<file path="src/rtl/dlf_pkg.sv">
package dlf_pkg;

  typedef enum logic [0:0] {
    SQ_WAIT  = 1'b0,
    SQ_FETCH = 1'b1
  } sq_state_t;

  typedef struct packed {
    logic [3:0] mode;
    logic [4:0] lines;
    logic       hscr;
    logic       vscr;
    logic       irq;
  } band_t;

  // Height in scan lines of each graphics mode.
  function automatic logic [4:0] mode_height(input logic [3:0] m);
    logic [4:0] h;
    case (m)
      4'h3:               h = 5'd10;
      4'h5, 4'h7:         h = 5'd16;
      4'h9, 4'hA:         h = 5'd4;
      4'hB, 4'hD:         h = 5'd2;
      4'hC, 4'hE, 4'hF:   h = 5'd1;
      default:            h = 5'd8;
    endcase
    return h;
  endfunction

  function automatic logic [7:0] width_clocks(input logic [1:0] w);
    logic [7:0] c;
    case (w)
      2'd1:    c = 8'd128;
      2'd2:    c = 8'd160;
      2'd3:    c = 8'd192;
      default: c = 8'd0;
    endcase
    return c;
  endfunction

endpackage

</file>
<file path="src/rtl/dlf_cfg_regs.sv">
module dlf_cfg_regs
  import dlf_pkg::*;
#(
  parameter int ADDR_W = 16,
  parameter int SEL_W  = 2
) (
  input  logic              clk,
  input  logic              rst_n,
  input  logic              wr_en,
  input  logic [SEL_W-1:0]  wr_sel,
  input  logic [7:0]        wr_data,
  output logic [ADDR_W-1:0] list_ptr,
  output logic              pf_on,
  output logic [7:0]        pf_clocks
);

  localparam int NBYTES = ADDR_W / 8;

  logic [1:0] width_q;
  logic       dma_q;

  always_ff @(posedge clk) begin
    if (!rst_n) begin
      width_q <= '0;
      dma_q   <= 1'b0;
    end else if (wr_en && wr_sel == '0) begin
      width_q <= wr_data[1:0];
      dma_q   <= wr_data[5];
    end
  end

  for (genvar g = 0; g < NBYTES; g++) begin : g_ptr
    logic [7:0] byte_q;
    always_ff @(posedge clk) begin
      if (!rst_n)
        byte_q <= '0;
      else if (wr_en && wr_sel == SEL_W'(g + 1))
        byte_q <= wr_data;
    end
    assign list_ptr[8*g +: 8] = byte_q;
  end

  assign pf_on     = dma_q && (width_q != 2'd0);
  assign pf_clocks = width_clocks(width_q);

endmodule

</file>
<file path="src/rtl/dlf_decode.sv">
module dlf_decode
  import dlf_pkg::*;
(
  input  logic [7:0] instr,
  output band_t      band
);

  logic [3:0] nib;
  assign nib = instr[3:0];

  always_comb begin
    band.irq = instr[7];
    if (nib == 4'h0) begin
      band.mode  = 4'h0;
      band.lines = {2'b00, instr[6:4]} + 5'd1;
      band.hscr  = 1'b0;
      band.vscr  = 1'b0;
    end else if (nib == 4'h1) begin
      band.mode  = 4'h0;
      band.lines = 5'd1;
      band.hscr  = 1'b0;
      band.vscr  = 1'b0;
    end else begin
      band.mode  = nib;
      band.lines = mode_height(nib);
      band.hscr  = instr[4];
      band.vscr  = instr[5];
    end
  end

endmodule

</file>
<file path="src/rtl/dlf_seq.sv">
module dlf_seq
  import dlf_pkg::*;
#(
  parameter int ADDR_W = 16
) (
  input  logic              clk,
  input  logic              rst_n,
  input  logic              pf_on,
  input  logic [ADDR_W-1:0] list_ptr,
  input  logic              frame_start,
  input  logic              line_start,
  output logic              mem_req,
  output logic [ADDR_W-1:0] mem_addr,
  input  logic              mem_gnt,
  input  band_t             dec,
  output logic              band_valid,
  input  logic              band_ready,
  output band_t             band_out,
  output logic              line_active,
  output logic [3:0]        line_mode,
  output logic              irq_pulse
);

  sq_state_t         state_q;
  logic [ADDR_W-1:0] addr_q;
  logic [4:0]        remain_q;
  logic              cur_irq_q;
  logic              restart_q;
  logic              valid_q;
  band_t             band_q;
  logic              active_q;
  logic [3:0]        lmode_q;
  logic              irq_q;
  logic              fire;

  assign mem_req  = (state_q == SQ_FETCH) && !valid_q;
  assign mem_addr = addr_q;
  assign fire     = mem_req && mem_gnt;

  always_ff @(posedge clk) begin
    if (!rst_n) begin
      state_q   <= SQ_WAIT;
      addr_q    <= '0;
      remain_q  <= '0;
      cur_irq_q <= 1'b0;
      restart_q <= 1'b0;
      valid_q   <= 1'b0;
      band_q    <= '0;
      active_q  <= 1'b0;
      lmode_q   <= '0;
      irq_q     <= 1'b0;
    end else begin
      irq_q <= 1'b0;
      if (valid_q && band_ready)
        valid_q <= 1'b0;
      case (state_q)
        SQ_WAIT: begin
          if (frame_start) begin
            addr_q    <= list_ptr;
            remain_q  <= '0;
            cur_irq_q <= 1'b0;
            active_q  <= 1'b0;
          end else if (line_start && pf_on) begin
            if (remain_q == '0) begin
              state_q  <= SQ_FETCH;
              active_q <= 1'b0;
            end else begin
              remain_q <= remain_q - 5'd1;
              if (remain_q == 5'd1 && cur_irq_q)
                irq_q <= 1'b1;
            end
          end
        end
        SQ_FETCH: begin
          if (frame_start)
            restart_q <= 1'b1;
          if (fire) begin
            state_q <= SQ_WAIT;
            if (restart_q || frame_start) begin
              addr_q    <= list_ptr;
              remain_q  <= '0;
              cur_irq_q <= 1'b0;
              restart_q <= 1'b0;
              active_q  <= 1'b0;
            end else begin
              addr_q    <= addr_q + 1'b1;
              valid_q   <= 1'b1;
              band_q    <= dec;
              remain_q  <= dec.lines - 5'd1;
              cur_irq_q <= dec.irq;
              irq_q     <= dec.irq && (dec.lines == 5'd1);
              active_q  <= 1'b1;
              lmode_q   <= dec.mode;
            end
          end
        end
        default: state_q <= SQ_WAIT;
      endcase
    end
  end

  assign band_valid  = valid_q;
  assign band_out    = band_q;
  assign line_active = active_q;
  assign line_mode   = lmode_q;
  assign irq_pulse   = irq_q;

endmodule

</file>
<file path="src/rtl/dl_fetcher.sv">
module dl_fetcher
  import dlf_pkg::*;
#(
  parameter  int ADDR_W = 16,
  localparam int SEL_W  = $clog2(ADDR_W / 8 + 1)
) (
  input  logic              clk,
  input  logic              rst_n,
  input  logic              cfg_wr,
  input  logic [SEL_W-1:0]  cfg_sel,
  input  logic [7:0]        cfg_wdata,
  input  logic              frame_start,
  input  logic              line_start,
  output logic              mem_req,
  output logic [ADDR_W-1:0] mem_addr,
  input  logic              mem_gnt,
  input  logic [7:0]        mem_rdata,
  output logic              band_valid,
  input  logic              band_ready,
  output logic [3:0]        band_mode,
  output logic [4:0]        band_lines,
  output logic              band_hscroll,
  output logic              band_vscroll,
  output logic              band_irq,
  output logic              line_active,
  output logic [3:0]        line_mode,
  output logic              irq_pulse,
  output logic              pf_enable,
  output logic [7:0]        pf_clocks
);

  logic [ADDR_W-1:0] list_ptr;
  logic              pf_on;
  band_t             dec_band;
  band_t             out_band;

  dlf_cfg_regs #(.ADDR_W(ADDR_W), .SEL_W(SEL_W)) u_regs (
    .clk      (clk),
    .rst_n    (rst_n),
    .wr_en    (cfg_wr),
    .wr_sel   (cfg_sel),
    .wr_data  (cfg_wdata),
    .list_ptr (list_ptr),
    .pf_on    (pf_on),
    .pf_clocks(pf_clocks)
  );

  dlf_decode u_dec (
    .instr(mem_rdata),
    .band (dec_band)
  );

  dlf_seq #(.ADDR_W(ADDR_W)) u_seq (
    .clk        (clk),
    .rst_n      (rst_n),
    .pf_on      (pf_on),
    .list_ptr   (list_ptr),
    .frame_start(frame_start),
    .line_start (line_start),
    .mem_req    (mem_req),
    .mem_addr   (mem_addr),
    .mem_gnt    (mem_gnt),
    .dec        (dec_band),
    .band_valid (band_valid),
    .band_ready (band_ready),
    .band_out   (out_band),
    .line_active(line_active),
    .line_mode  (line_mode),
    .irq_pulse  (irq_pulse)
  );

  assign pf_enable    = pf_on;
  assign band_mode    = out_band.mode;
  assign band_lines   = out_band.lines;
  assign band_hscroll = out_band.hscr;
  assign band_vscroll = out_band.vscr;
  assign band_irq     = out_band.irq;

endmodule

</file>
<file path="config.mk">
export PLATFORM = sky130hd
export DESIGN_NAME = dl_fetcher
export DESIGN_NICKNAME = d
export VERILOG_FILES = /design/src/rtl/dlf_pkg.sv /design/src/rtl/dlf_cfg_regs.sv /design/src/rtl/dlf_decode.sv /design/src/rtl/dlf_seq.sv /design/src/rtl/dl_fetcher.sv
export SDC_FILE = /design/constraint.sdc
export NUM_CORES = 1
export LEC_CHECK = 0
export CAP_MARGIN = 20
export CORE_ASPECT_RATIO = 1.25
export CORE_MARGIN = 3
export CORE_UTILIZATION = 55
export CTS_BUF_LIST = sky130_fd_sc_hd__clkbuf_8
export DETAILED_ROUTE_END_ITERATION = 8
export DONT_BUFFER_PORTS = 1
export PLACE_DENSITY = 0.73
export SYNTH_ARGS = -nofsm -noshare
export SYNTH_HDL_FRONTEND = slang
export SYNTH_SLANG_ARGS = --single-unit
</file>
<file path="constraint.sdc">
create_clock -name clk -period 3.5 [get_ports clk]
set_clock_uncertainty 0.2 [all_clocks]
set_input_delay 0.175 -clock clk [delete_from_list [all_inputs] [get_ports clk]]
set_output_delay 0.175 -clock clk [all_outputs]
set_load 0.05 [all_outputs]
</file>
==> run_results.csv <==
group,metric,value,unit
layout,finalNonFillerCells,457,
clock_network,cts.clk_slew.worst_paths,0.07,ns
routing,drc,0,
worst_setup_path,cp_max_fo,7,
logic_synthesis,dominantRegCellSynth,"dfxtp_1",
logic_synthesis,synth-xor-area-share,0.838,%
worst_setup_path,path_delay_family,"simple AND/OR/NAND/NOR gates",
layout,n_fill_cell,475,
sta,finalCritPeriodShare,72.0,%
layout,final_net_count,424,
clock_network,insertion_delay,0.34,ns
routing,first_pass_iters,4,
logic_synthesis,ys_warn_count,0,
layout,antenna_cells,0,
sta,worstMarginPinSlew,0.976,ns
pwr,p_per_area,403,nW/µm²
layout,drive_gt1_share,9.41,%
layout,layout_common_cells,"dfxtp_1, nor2_1, a21oi_1, nand2_1, dlygate4sd3_1",
floorplan,fp.dieW,73.5,µm
layout,layout_commonest_cell,"dfxtp_1",
routing,routed_via_density,5.85,
floorplan,core_area,5480,µm²
routing,antenna_left,0,
worst_setup_path,max_stage_delay,0.75,ns
sta,drv_slew,0,
worst_setup_path,cp_cell_sequence,"nand3_1 > nor2_1 > nand4_1 > or4_1 > a31oi_1",
routing,wl_per_cell,16.2,µm
logic_synthesis,synth_top_family_by_area,"simple AND/OR/NAND/NOR gates",
sta,max-slew-margin-rel,34.8,%
worst_setup_path,crit_required,3.56,ns
sta,final-setup-viol-count,0,
global_routing,grt_pass1_wl,12200,µm
logic_synthesis,synth_area,3140,µm²
logic_synthesis,synth_cell_types,61,
logic_synthesis,synthCells,375,
placed_design,port_buffers,0,
clock_network,cts-root-buf,"clkbuf_8",
floorplan,initial_core_util,57.2,%
clock_network,htreeDepth,3,
worst_setup_path,critPathCaptureType,"flop",
hold_path,min_path_type,"in2reg",
sta,clock.fmax,397,MHz
clock_network,clockBufferDepth,2,
sta,hold_viol_final,0,
placed_design,dp_hpwl,4910,µm
routing,routed_wl,7430,µm
clock_network,cts_buffers,9,
global_routing,grt_max_degree,52,
clock_network,cts_tree,"built",
layout,utilization,63.7,%
routing,drt_iter0_drc,198,
floorplan,die_h,90.4,µm
pwr,irDropWorstVdd,288,µV
layout,regArea,1160,µm²
logic_synthesis,yosysTopAreaCell,"dfxtp_1",
floorplan,die_area,6650,µm²
worst_setup_path,critical-path-slowest-cell,"dfxtp_1",
logic_synthesis,synth_top_area_share,37.0,%
logic_synthesis,synth_fa_ha_area_share,4.39,%
placed_design,place_congestion,0.817,
sta,rsz0062_at_grt,"false",
worst_setup_path,crit_arrival,2.58,ns
worst_setup_path,critPathBufInv,0,
logic_synthesis,ys_async_sr_fraction,0,%
layout,multi_input_area,1750,µm²
global_routing,first_global_vias,2577,
logic_synthesis,synth_mux_area_share,6.42,%
status,outcome,"finished clean",
logic_synthesis,ys_top_cells_by_area,"dfxtp_1, a21oi_1, mux2i_1, nor2_1, ha_1",
logic_synthesis,ys_ff_latch,58,
clock_network,cts_sinks,58,
logic_synthesis,yosys.area_share.simple,24.3,%
placed_design,dp_cells,417,
worst_setup_path,critPathKind,"reg2reg",
logic_synthesis,avgSynthCellArea,8.36,µm²
logic_synthesis,synth_edf_count,0,
layout,area_growth_syn_to_layout,11.3,%
job,cap_violations,0,
floorplan,num_io_pins,70,
worst_setup_path,worst_setup_path_start_kind,"flop",
sta,fin_tns_setup,0,ns
logic_synthesis,synth_compound_area_share,19.3,%
global_routing,antenna_found_initial,0,
pwr,p_leak,1.39,nW
global_routing,track_usage,23.2,%
floorplan,core.rowCount,30,
global_routing,grt_overflow_total,0,
logic_synthesis,yosysSeqAreaShare,37.0,%
routing,vias,2673,
sta,period_minus_slack,2.52,ns
state kept, by name (all words and copies together), names as in the netlist:
signal,count
u_seq.state_q,1
u_seq.restart_q,1
u_seq.line_active,1
u_seq.irq_pulse,1
u_regs.width_q,2
u_seq.mem_addr,16
u_regs.dma_q,1
u_seq.band_out,12
u_seq.remain_q,5
u_regs.g_ptr.byte_q,16
u_seq.band_valid,1
u_seq.cur_irq_q,1
tightest hold or removal path, delay by kind of cell:
kind	cells	cell delay [ns]
xor+xnor	1	0.09
simple gates	1	0.14
compound gates	1	0.11
per-layer routing:
layer / track usage [%] / up-vias / wire length (µm)
met2: 40.3 / 71 / 3880
met5: 0 / - / 0
li1: - / 1343 / -
met4: 7.10 / 0 / 98
met3: 7.13 / 9 / 416
met1: 26.4 / 1250 / 3030
final timing paths:
kind	to	start	cells past startpoint	slack, ns
setup / recovery	u_seq.mem_addr[15]	u_seq.mem_addr[4]	5	0.98
hold / removal	u_seq.remain_q[4]	mem_rdata[3]	3	0.02
setup reg to reg	u_seq.mem_addr[15]	u_seq.mem_addr[4]	5	0.98
hold reg to reg	u_seq.cur_irq_q	u_seq.cur_irq_q	2	0.28
kinds of logic after synthesis:
kind of cell,Yosys count
other,1
multiplexers,20
adder cells (fa/ha/maj),11
XOR/XNOR,3
AND/OR/NAND/NOR,148
buffers and inverters,41
AO/OA/AOI/OAI,93
flip-flops,58
area by class of cell:
cell class	count	area share (%)
clock buffer	10	3.94
multi-input combinational	280	50.2
timing repair buffer	28	8.17
inverter	11	1.18
clock inverter	6	0.968
sequential	58	33.3
tap	64	2.29
power breakdown:
| part | switching [W] | total [W] | internal [W] |
|---|---|---|---|
| clock network | 0.000269 | 0.000538 | 0.000269 |
| registers | 0.0000305 | 0.000706 | 0.000675 |
| logic | 0.0000952 | 0.000162 | 0.0000666 |
synth_stat cells, drive strengths merged, types with 2 or more instances:
master	number
a211oi	8
a21oi	40
a311oi	2
a31oi	5
a41oi	2
and2	7
and3	3
buf	18
clkbuf	12
dfxtp	58
ha	11
inv	10
mux2i	19
nand2	32
nand2b	4
nand3	14
nand3b	3
nand4	5
nor2	48
nor2b	3
nor3	7
nor3b	5
nor4	2
nor4b	2
o21a	4
o21ai	18
o221a	4
or2	4
or3	5
xnor2	2
metrics by stage:
step	hold WS [ns]	cell area (µm²)	power [W]	setup slack [ns]
2_1_floorplan	0.119	3150	0.000841	1.31
3_3_place_gp	0.0954	3060	0.000855	1.05
3_5_place_dp	0.0985	3060	0.000858	0.939
4_1_cts	0.0103	3460	0.00142	0.928
5_1_grt	0.0330	3490	0.00147	0.818
6_report	0.0245	3490	0.00141	0.979
what timing repair did:
item,CTS,global route
resized for setup,0,0
hold buffers,22,0
endpoints found under the hold margin,39,0
buffers inserted,0,0
Power figures use the tool's default switching activity.
